**src/rtl/synd_expand.sv**
```systemverilog
module synd_expand #(
  parameter int T_MAX = 32
) (
  input  logic                              clk,
  input  logic                              rst_n,
  input  logic                              start,
  input  logic                              m_sel,
  input  logic [2:0]                        t_code,
  output logic [$clog2(T_MAX/2)-1:0]        pw_addr,
  input  logic [31:0]                       pw_data,
  input  logic [$clog2(2*T_MAX+1)-1:0]      rd_idx,
  output logic [13:0]                       rd_syn,
  output logic                              busy,
  output logic                              done
);
  localparam int NSYN = 2 * T_MAX;
  localparam int IW   = $clog2(NSYN + 1);
  localparam int AW   = $clog2(T_MAX / 2);
  localparam int KW   = $clog2(T_MAX);
  localparam int JW   = $clog2(T_MAX + 1);
  localparam int SW   = $clog2(NSYN);

  typedef enum logic [1:0] {IDLE, ODD, EVEN, FIN} st_t;

  function automatic logic [13:0] gf_mul(input logic [13:0] a, input logic [13:0] b, input logic big);
    logic [14:0] r;
    r = '0;
    for (int k = 13; k >= 0; k--) begin
      r = {r[13:0], 1'b0};
      if (big) begin
        if (r[14]) r = r ^ 15'h4443;
      end else if (r[13]) begin
        r = r ^ 15'h201B;
      end
      if (b[k]) r = r ^ {1'b0, a};
    end
    return r[13:0];
  endfunction

  function automatic logic [13:0] times_alpha(input logic [13:0] a, input logic big);
    logic [14:0] r;
    r = {a, 1'b0};
    if (big) begin
      if (r[14]) r = r ^ 15'h4443;
    end else if (r[13]) begin
      r = r ^ 15'h201B;
    end
    return r[13:0];
  endfunction

  function automatic logic [JW-1:0] dec_t(input logic [2:0] c);
    int v;
    case (c)
      3'd0:    v = 2;
      3'd1:    v = 4;
      3'd2:    v = 8;
      3'd3:    v = 12;
      3'd4:    v = 24;
      default: v = 32;
    endcase
    if (v > T_MAX) v = T_MAX;
    return JW'(v);
  endfunction

  st_t            st;
  logic           m14;
  logic [JW-1:0]  t_lat;
  logic [KW-1:0]  kidx;
  logic [JW-1:0]  jcnt;
  logic [3:0]     bcnt;
  logic [13:0]    acc, beta;
  logic [13:0]    syn [NSYN];
  logic           done_q;

  logic [15:0]    part;
  logic           pbit;
  logic [13:0]    sq_in, mul_a, mul_b, prod, horner;

  assign part    = kidx[0] ? pw_data[31:16] : pw_data[15:0];
  assign pbit    = part[bcnt];
  assign sq_in   = syn[SW'(jcnt - 1'b1)];
  assign mul_a   = (st == EVEN) ? sq_in : acc;
  assign mul_b   = (st == EVEN) ? sq_in : beta;
  assign prod    = gf_mul(mul_a, mul_b, m14);
  assign horner  = prod ^ {13'b0, pbit};

  assign pw_addr = (st == ODD) ? AW'(kidx >> 1) : '0;
  assign rd_syn  = (rd_idx == '0 || rd_idx > IW'(NSYN)) ? '0 : syn[SW'(rd_idx - 1'b1)];
  assign busy    = (st != IDLE);
  assign done    = done_q;

  always_ff @(posedge clk or negedge rst_n) begin
    if (!rst_n) begin
      st     <= IDLE;
      m14    <= 1'b0;
      t_lat  <= '0;
      kidx   <= '0;
      jcnt   <= '0;
      bcnt   <= '0;
      acc    <= '0;
      beta   <= '0;
      done_q <= 1'b0;
      for (int i = 0; i < NSYN; i++) syn[i] <= '0;
    end else begin
      done_q <= 1'b0;
      case (st)
        IDLE: if (start) begin
          st    <= ODD;
          m14   <= m_sel;
          t_lat <= dec_t(t_code);
          kidx  <= '0;
          bcnt  <= m_sel ? 4'd13 : 4'd12;
          acc   <= '0;
          beta  <= 14'd2;
          for (int i = 0; i < NSYN; i++) syn[i] <= '0;
        end
        ODD: begin
          if (bcnt == 4'd0) begin
            syn[SW'({kidx, 1'b0})] <= horner;
            acc  <= '0;
            beta <= times_alpha(times_alpha(beta, m14), m14);
            bcnt <= m14 ? 4'd13 : 4'd12;
            if (JW'(kidx) == t_lat - 1'b1) begin
              st   <= EVEN;
              jcnt <= JW'(1);
            end else begin
              kidx <= kidx + 1'b1;
            end
          end else begin
            acc  <= horner;
            bcnt <= bcnt - 1'b1;
          end
        end
        EVEN: begin
          syn[SW'({jcnt, 1'b0} - 1'b1)] <= prod;
          if (jcnt == t_lat) st <= FIN;
          else jcnt <= jcnt + 1'b1;
        end
        FIN: begin
          done_q <= 1'b1;
          st     <= IDLE;
        end
      endcase
    end
  end
endmodule


```
**config.mk**
```make
export PLATFORM = sky130hd
export DESIGN_NAME = synd_expand
export DESIGN_NICKNAME = d
export VERILOG_FILES = /design/src/rtl/synd_expand.sv
export SDC_FILE = /design/constraint.sdc
export NUM_CORES = 2
export LEC_CHECK = 0
export BUFFER_PORTS_ARGS = -buffer_cell sky130_fd_sc_hd__buf_4
export CAP_MARGIN = 15
export CORE_MARGIN = 2
export CORE_UTILIZATION = 60
export CTS_CLUSTER_DIAMETER = 120
export CTS_CLUSTER_SIZE = 28
export DETAILED_ROUTE_END_ITERATION = 7
export PLACE_DENSITY_LB_ADDON = 0.2
export SLEW_MARGIN = 20
export SYNTH_ARGS = -nofsm -noshare
export SYNTH_HDL_FRONTEND = slang
export SYNTH_SLANG_ARGS = --single-unit
```
**constraint.sdc**
```tcl
create_clock -name clk -period 11.25 [get_ports clk]
set_clock_uncertainty 0.2 [all_clocks]
set_input_delay 0.5625 -clock clk [delete_from_list [all_inputs] [get_ports clk]]
set_output_delay 0.5625 -clock clk [all_outputs]
set_load 0.03 [all_outputs]
```
---- Word-level counts from Yosys, hierarchy flattened ----
Index checks and enable logic that the tools add are counted.
storage, ports and cells
  input bits .............................. 46
  output and inout port bits .............. 20
  register bits ........................... 949
  word-level logic and storage cells ...... 282
operators by class
  reduce and logical (&&, ||, !) cells .... 18
  add/subtract/negate cells ............... 7
  muxes and demuxes ....................... 112
  equal/unequal tests ..................... 15
  bitwise operators ....................... 48
  $lt $le $gt $ge ......................... 9
operators with widths
  kind                 count
  $pmux 896 s3         1
  $bwmux 896           2
  $mux 896             2
  $mux 14              59
  $xor 14x14->14       13
  $bmux 14 s6          2
  $demux 14 s6         2
  $mux 11              15
  $not 5->5            15
  $mux 32              2
  $not 4->4            15
  $pmux 14 s2          2
  $gt 32x7->1 const B  1
  $pmux 6 s5           1
  $ge 7x7->1 const B   4
  $not 6->7            4
  $mux 6               4
  $sub 6x1->6 const B  4
  $mux 16              1
  $mux 5               3
  $lt 7x1->1 const B   2
  $xor 14x1->14        1
  $mux 4               3
  $pmux 6 s2           1
  31 further kinds     50

---- Depth between registers and ports, before layout ----
  depth after elaboration ................. 76
  depth in mapped cells ................... 34
  mapped depth without buffers ............ 18

---- Worst setup path before layout ----
No wires, ideal clock.
  path type ............................... reg-to-reg
  from .................................... register jcnt[0]
  to ...................................... register acc[1]
  clock period less this slack ............ 6774 ps
  data required time ...................... 10916 ps
  cell stages (with the launch flop) ...... 30
  setup slack ............................. 4476 ps
  arrival time ............................ 6440 ps
  path buffers ............................ 13
  library setup time ...................... 134 ps
  path through ............................ dfrtp_1 -> buf_6 -> buf_6 -> buf_8 -> buf_8 -> buf_6 -> buf_6 -> buf_2 -> inv_1 -> ha_1 -> buf_4 -> buf_4 -> clkbuf_1 -> buf_2 -> mux4_2 -> o22ai_1 -> nor4_1 -> o22ai_1 -> a221oi_1 -> xnor2_1 -> xnor3_1 -> xnor2_1 -> xnor3_1 -> xnor2_2 -> a21oi_2 -> xnor2_1 -> xnor2_1 -> buf_2 -> buf_2 -> o21ai_0
between the ends
  cells in the longest elaborated chain, start to end .. 68
  elaborated cells between the ends (all ways) .. 95
  those cells by class .................... add/sub: 1; mux: 59; bitwise: 35
RTL lines
  item                                              RTL line  RTL
  from (decl)                                       69        logic [JW-1:0] jcnt;
  from (signal assigned)                            137       else jcnt <= jcnt + 1'b1;
  $sub 6x1->6 (*)                                   81        assign sq_in = syn[SW'(jcnt - 1'b1)];
  $not 6->7 (not written as such) (*)               81
  $bmux 14 s6 (*)                                   81
  $mux 14 (not written as such) (*) (2 in series)   81
  $mux 14, on equally long branches                 82, 83
  $mux 14                                           35        if (b[k]) r = r ^ {1'b0, a};
  $not 5->5 (no line)                               -
  $mux 14                                           32        end else if (r[13]) begin
  [51 not listed]                                   -
  $not 5->5 (no line) or $not 4->4 (tied branches)  -
  $mux 14 or $mux 11 (tied branches)                32, 31
  $mux 14                                           30        if (big) begin
  $xor 14x14->14                                    35
  $mux 14 (*)                                       35
  $xor 14x1->14 (*)                                 85        assign horner = prod ^ {13'b0, pbit};
  $mux 14 (*)                                       118       if (bcnt == 4'd0) begin
  $pmux 14 s2 (*)                                   106       case (st)
  to (signal assigned)                              130       acc <= horner;
  to (decl)                                         71        logic [13:0] acc, beta;
Mark *: on every way between the ends. The rest lies on a longest branch, timed or not. The select of a mux whose other input is x is not followed.
A chain may end at the register's enable or synchronous reset.

---- Final worst setup path ----
  from .................................... register jcnt[0]
  to ...................................... register syn[710] in the netlist's numbering
between the ends
  cells in the longest elaborated chain, start to end .. 69
  elaborated cells between the ends (all ways) .. 98
  those cells by class .................... add/sub: 2; order compare: 2; mux: 64; bitwise: 29; reduce/logical: 1
RTL lines
  item                                         RTL line  RTL
  $sub 6x1->6                                  81
  $not 6->7 (not written as such)              81
  $bmux 14 s6                                  81
  $mux 14 (not written as such) (2 in series)  81
  $mux 14, on equally long branches            82, 83
  $mux 14                                      35
  $mux 14                                      32
  $mux 14                                      30
  [52 not listed]                              -
  $mux 11                                      31        if (r[14]) r = r ^ 15'h4443;
  $mux 14                                      30
  $xor 14x14->14                               35
  $mux 14                                      35
  $xor 14x1->14                                85
  $bwmux 896                                   119       syn[SW'({kidx, 1'b0})] <= horner;
  $mux 896                                     118
  $pmux 896 s3 (*)                             106
  to (signal, indexed assignment)              119
  to (signal, indexed assignment)              135       syn[SW'({jcnt, 1'b0} - 1'b1)] <= prod;
  to (decl)                                    72        logic [13:0] syn [NSYN];
Marks and branches as above.

==> out/qor.csv <==
stage,metric,value,unit
placement,PortBufs,65,
floorplan,core footprint,0.0915,mm²
drt,drt drc,0,
cts,TritonCTS clock tree,yes,
synth,number of synthesized flops with an enable pin,0,
synth,Netlist cell types,95,
cells_and_area,ratio of cells with drive above 1 in the final layout,18.5,%
worst_setup_path,worst reg2reg path startpoint,jcnt[0]$_DFFE_PN0P_,
drt,1st-pass router iterations,8,
floorplan,I/O Pins,66,
synth,most numerous cell in the Yosys netlist,dfrtp_1,
floorplan,FP Rows,111,
synth,sequential area share after synthesis,42.9,%
synth,syn nets,5043,
worst_setup_path,crit-path cells,inv_1 -> ha_1 -> or2_1 -> o211ai_1 -> nand3_1 -> buf_4 -> o22ai_1 -> nor4_4 -> nor2_1 -> o21ai_0 -> nand2_1 -> xor2_1 -> xnor3_1 -> xnor2_1 -> o21ai_0 -> xnor2_2 -> buf_4 -> nor2_1 -> a311oi_1,
synth,post-synthesis instance total,4980,
worst_setup_path,CP Launch Point,jcnt[0]$_DFFE_PN0P_,
synth,Post-Syn Area,0.0553,mm²
grt,initial antenna violation count,14,
cts,root buf cell,clkbuf_16,
floorplan,Die Area,0.0946,mm²
cts,post-CTS sizing,0,
drt,1st-iter DRT viols,7109,
placement,GPL Wtd Cong,1.01,
timing,Worst-Margin Slew,1.26,ns
floorplan,initial core utilization,60.4,%
synth,synthesized flop and latch total,948,
drt,via-per-instance ratio,7.61,
timing,Final period util,84.2,%
drt,final wirelength,209,mm
timing,FMAX,0.106,GHz
worst_hold_path,type of the worst min-delay path,input port to asynchronous set/reset pin,
cts,Max H-tree Level,2,
timing,Tmin final,9.47,ns
timing,Final Hold Viols,0,
grt,largest net degree at the start of global routing,148,
grt,total gr overflow,0,
grt,first-pass GRT wire length,304,mm
timing,Sum Neg Setup Slack,0,ns
cells_and_area,"Area growth, synth to finish",5.14,%
cts,CTS Buffer Depth,3,
timing,unrepaired setup endpoints after global routing,no,
cts,clock sink count,948,
worst_setup_path,worst path arrival time,9.82,ns
worst_setup_path,CP endpoint kind,flop,
worst_setup_path,CP Class,flop to flop,
flow_run,max cap viols,0,
placement,HPWL Detailed,143,mm
cts,Clock Pin Slew Worst Setup and Hold Paths,0.13,ns
synth,"Top FF cell, synth",dfrtp_1,
placement,dpl cells,5944,
floorplan,DIE WIDTH,307,µm
worst_setup_path,R2R cell count,19,
grt,vias in the first global route,43428,
timing,Final setup violation count,0,
worst_setup_path,"reg-to-reg slack, setup",1.78,ns
cts,hold buffers post-CTS,6,
drt,post-DR wirelength/cell,34.7,µm
run_status,run status,"finished, final reports clean",
synth,top post-synthesis cells by area,"dfrtp_1 43%, mux4_2 21%, o21ai_0 5.9%, nand2_1 5.9%, a22o_1 4.5%",
synth,post-synthesis async set-or-reset flop share,100,%
worst_setup_path,worst r2r dst,syn[710]$_DFFE_PN0P_,
worst_setup_path,CP Max Fanout,66,
worst_setup_path,CP required,11.60,ns
synth,"area leader, netlist",dfrtp_1,
grt,global-route usage over all layers,44.3,%
worst_setup_path,critical path's slowest cell,o211ai_1,
drt,"antenna viol nets, final",0,
cells_and_area,post-route cell area,0.0581,mm²
drt,vias post-DR,45705,
worst_setup_path,delay of the slowest critical-path stage,0.99,ns
placement,DP Area,0.0568,mm²
floorplan,Die Height,307,µm
synth,syn avg cell area,11.1,µm²
synth,Ys Warns,0,
cells_and_area,Final nets,4871,
cts,clk_lat worst skew,0.70,ns
timing,Max-slew headroom,15.9,%
cells_and_area,fin cells,6007,
timing,max-slew violations,0,
cts,"Setup Fix Bufs, Post-CTS",0,
synth,most frequent cells after synthesis,"948 x dfrtp_1, 863 x nand2_1, 650 x o21ai_0",
synth,share of the synthesized area in the top cell type,42.9,%
worst_setup_path,CP Launch Type,flop,
cts,CTS Buf Count,41,
cell usage in the layout, fill, tap and decap left out, types with 7 or more instances in the layout:
| cell type | instances |
|---|---|
| dfrtp_1 | 946 |
| nand2_1 | 863 |
| o21ai_0 | 610 |
| mux4_2 | 516 |
| a22o_1 | 281 |
| nor2_1 | 209 |
| buf_4 | 191 |
| xnor2_1 | 131 |
| a21oi_1 | 96 |
| inv_1 | 77 |
| o21ai_1 | 77 |
| o22ai_1 | 72 |
| xor2_1 | 50 |
| nand3_1 | 42 |
| clkbuf_16 | 42 |
| nor3_1 | 40 |
| a211oi_1 | 37 |
| nor2b_1 | 34 |
| a32o_1 | 33 |
| mux2i_1 | 26 |
| o221ai_1 | 26 |
| nand4_1 | 26 |
| nand2b_1 | 23 |
| and2_1 | 22 |
| o21ai_2 | 22 |
| o31ai_1 | 20 |
| xnor3_1 | 18 |
| a31oi_1 | 18 |
| xnor2_2 | 17 |
| a311oi_1 | 17 |
| or3_1 | 13 |
| ha_1 | 13 |
| o21a_1 | 11 |
| nor4_1 | 9 |
| nor4_2 | 8 |
| a21o_1 | 8 |
| nor3_2 | 7 |
| a211oi_2 | 7 |
sequential cells by signal, indices dropped and copies added, names as in the netlist:
register,flops
jcnt,6
kidx,5
acc,14
done,1
beta,14
syn,896
t_lat,5
st,2
m14,1
bcnt,4
routing by layer:
metal  wire length [µm]  up-vias  GRT usage (%)
met3              29100      721           15.7
met4              15100       16           25.3
li1                   -    18194              -
met5                101        -              0
met1              74000    23358           58.8
met2              90300     3416           63.7
layout make-up:
cell class / instances / area (µm²)
clock buffer: 44 / 1060
fill: 7281 / 33400
clock inverter: 7 / 136
antenna: 5 / 12.5
tap: 1186 / 1480
timing repair buffer: 207 / 1670
sequential: 948 / 23700
inverter: 77 / 289
multi-input combinational: 3533 / 29700
stage by stage:
| stage | util, % | hold slack (ns) | setup WS (ns) |
|---|---|---|---|
| 2_1_floorplan | - | 0.0669 | 4.48 |
| 3_3_place_gp | 62.0 | 0.268 | 2.23 |
| 3_5_place_dp | 62.0 | 0.275 | 2.16 |
| 4_1_cts | 63.4 | 0.295 | 2.05 |
| 5_1_grt | 63.5 | 0.329 | 1.59 |
| 6_report | 63.5 | 0.272 | 1.78 |
kinds of logic (layout without fill, tap and decap cells):
group	Yosys count	count (layout)	share of synthesized area [%]
simple gates	1337	1337	10.5
xor+xnor	224	224	4.15
buf+inv	499	335	3.99
flops	948	948	42.9
compound gates	1407	1407	16.5
mux	548	548	21.6
fa+ha+maj	17	17	0.385
other cells	0	5	0
critical path, delay by kind of cell, from the launching register on:
kind	cells	cell delay (ns)
flip-flops	1	0.83
XOR/XNOR	4	1.08
AND/OR/NAND/NOR	6	2.56
buffers and inverters	3	1.40
adder cells (fa/ha/maj)	1	0.40
AO/OA/AOI/OAI	5	2.76
worst max-delay path by stage:
stage	end	slack, ns	depth (start not counted)
final	syn[710]$_DFFE_PN0P_	1.78	19
after global routing	syn[106]$_DFFE_PN0P_	1.59	20
after CTS	syn[710]$_DFFE_PN0P_	2.05	19
after detailed placement	syn[290]$_DFFE_PN0P_	2.16	19
after global placement	syn[710]$_DFFE_PN0P_	2.23	19
after floorplan	acc[1]$_DFFE_PN0P_	4.48	29
Power is not shown: default switching activity piles up to over one toggle a cycle in this logic, so the estimate is an artifact.
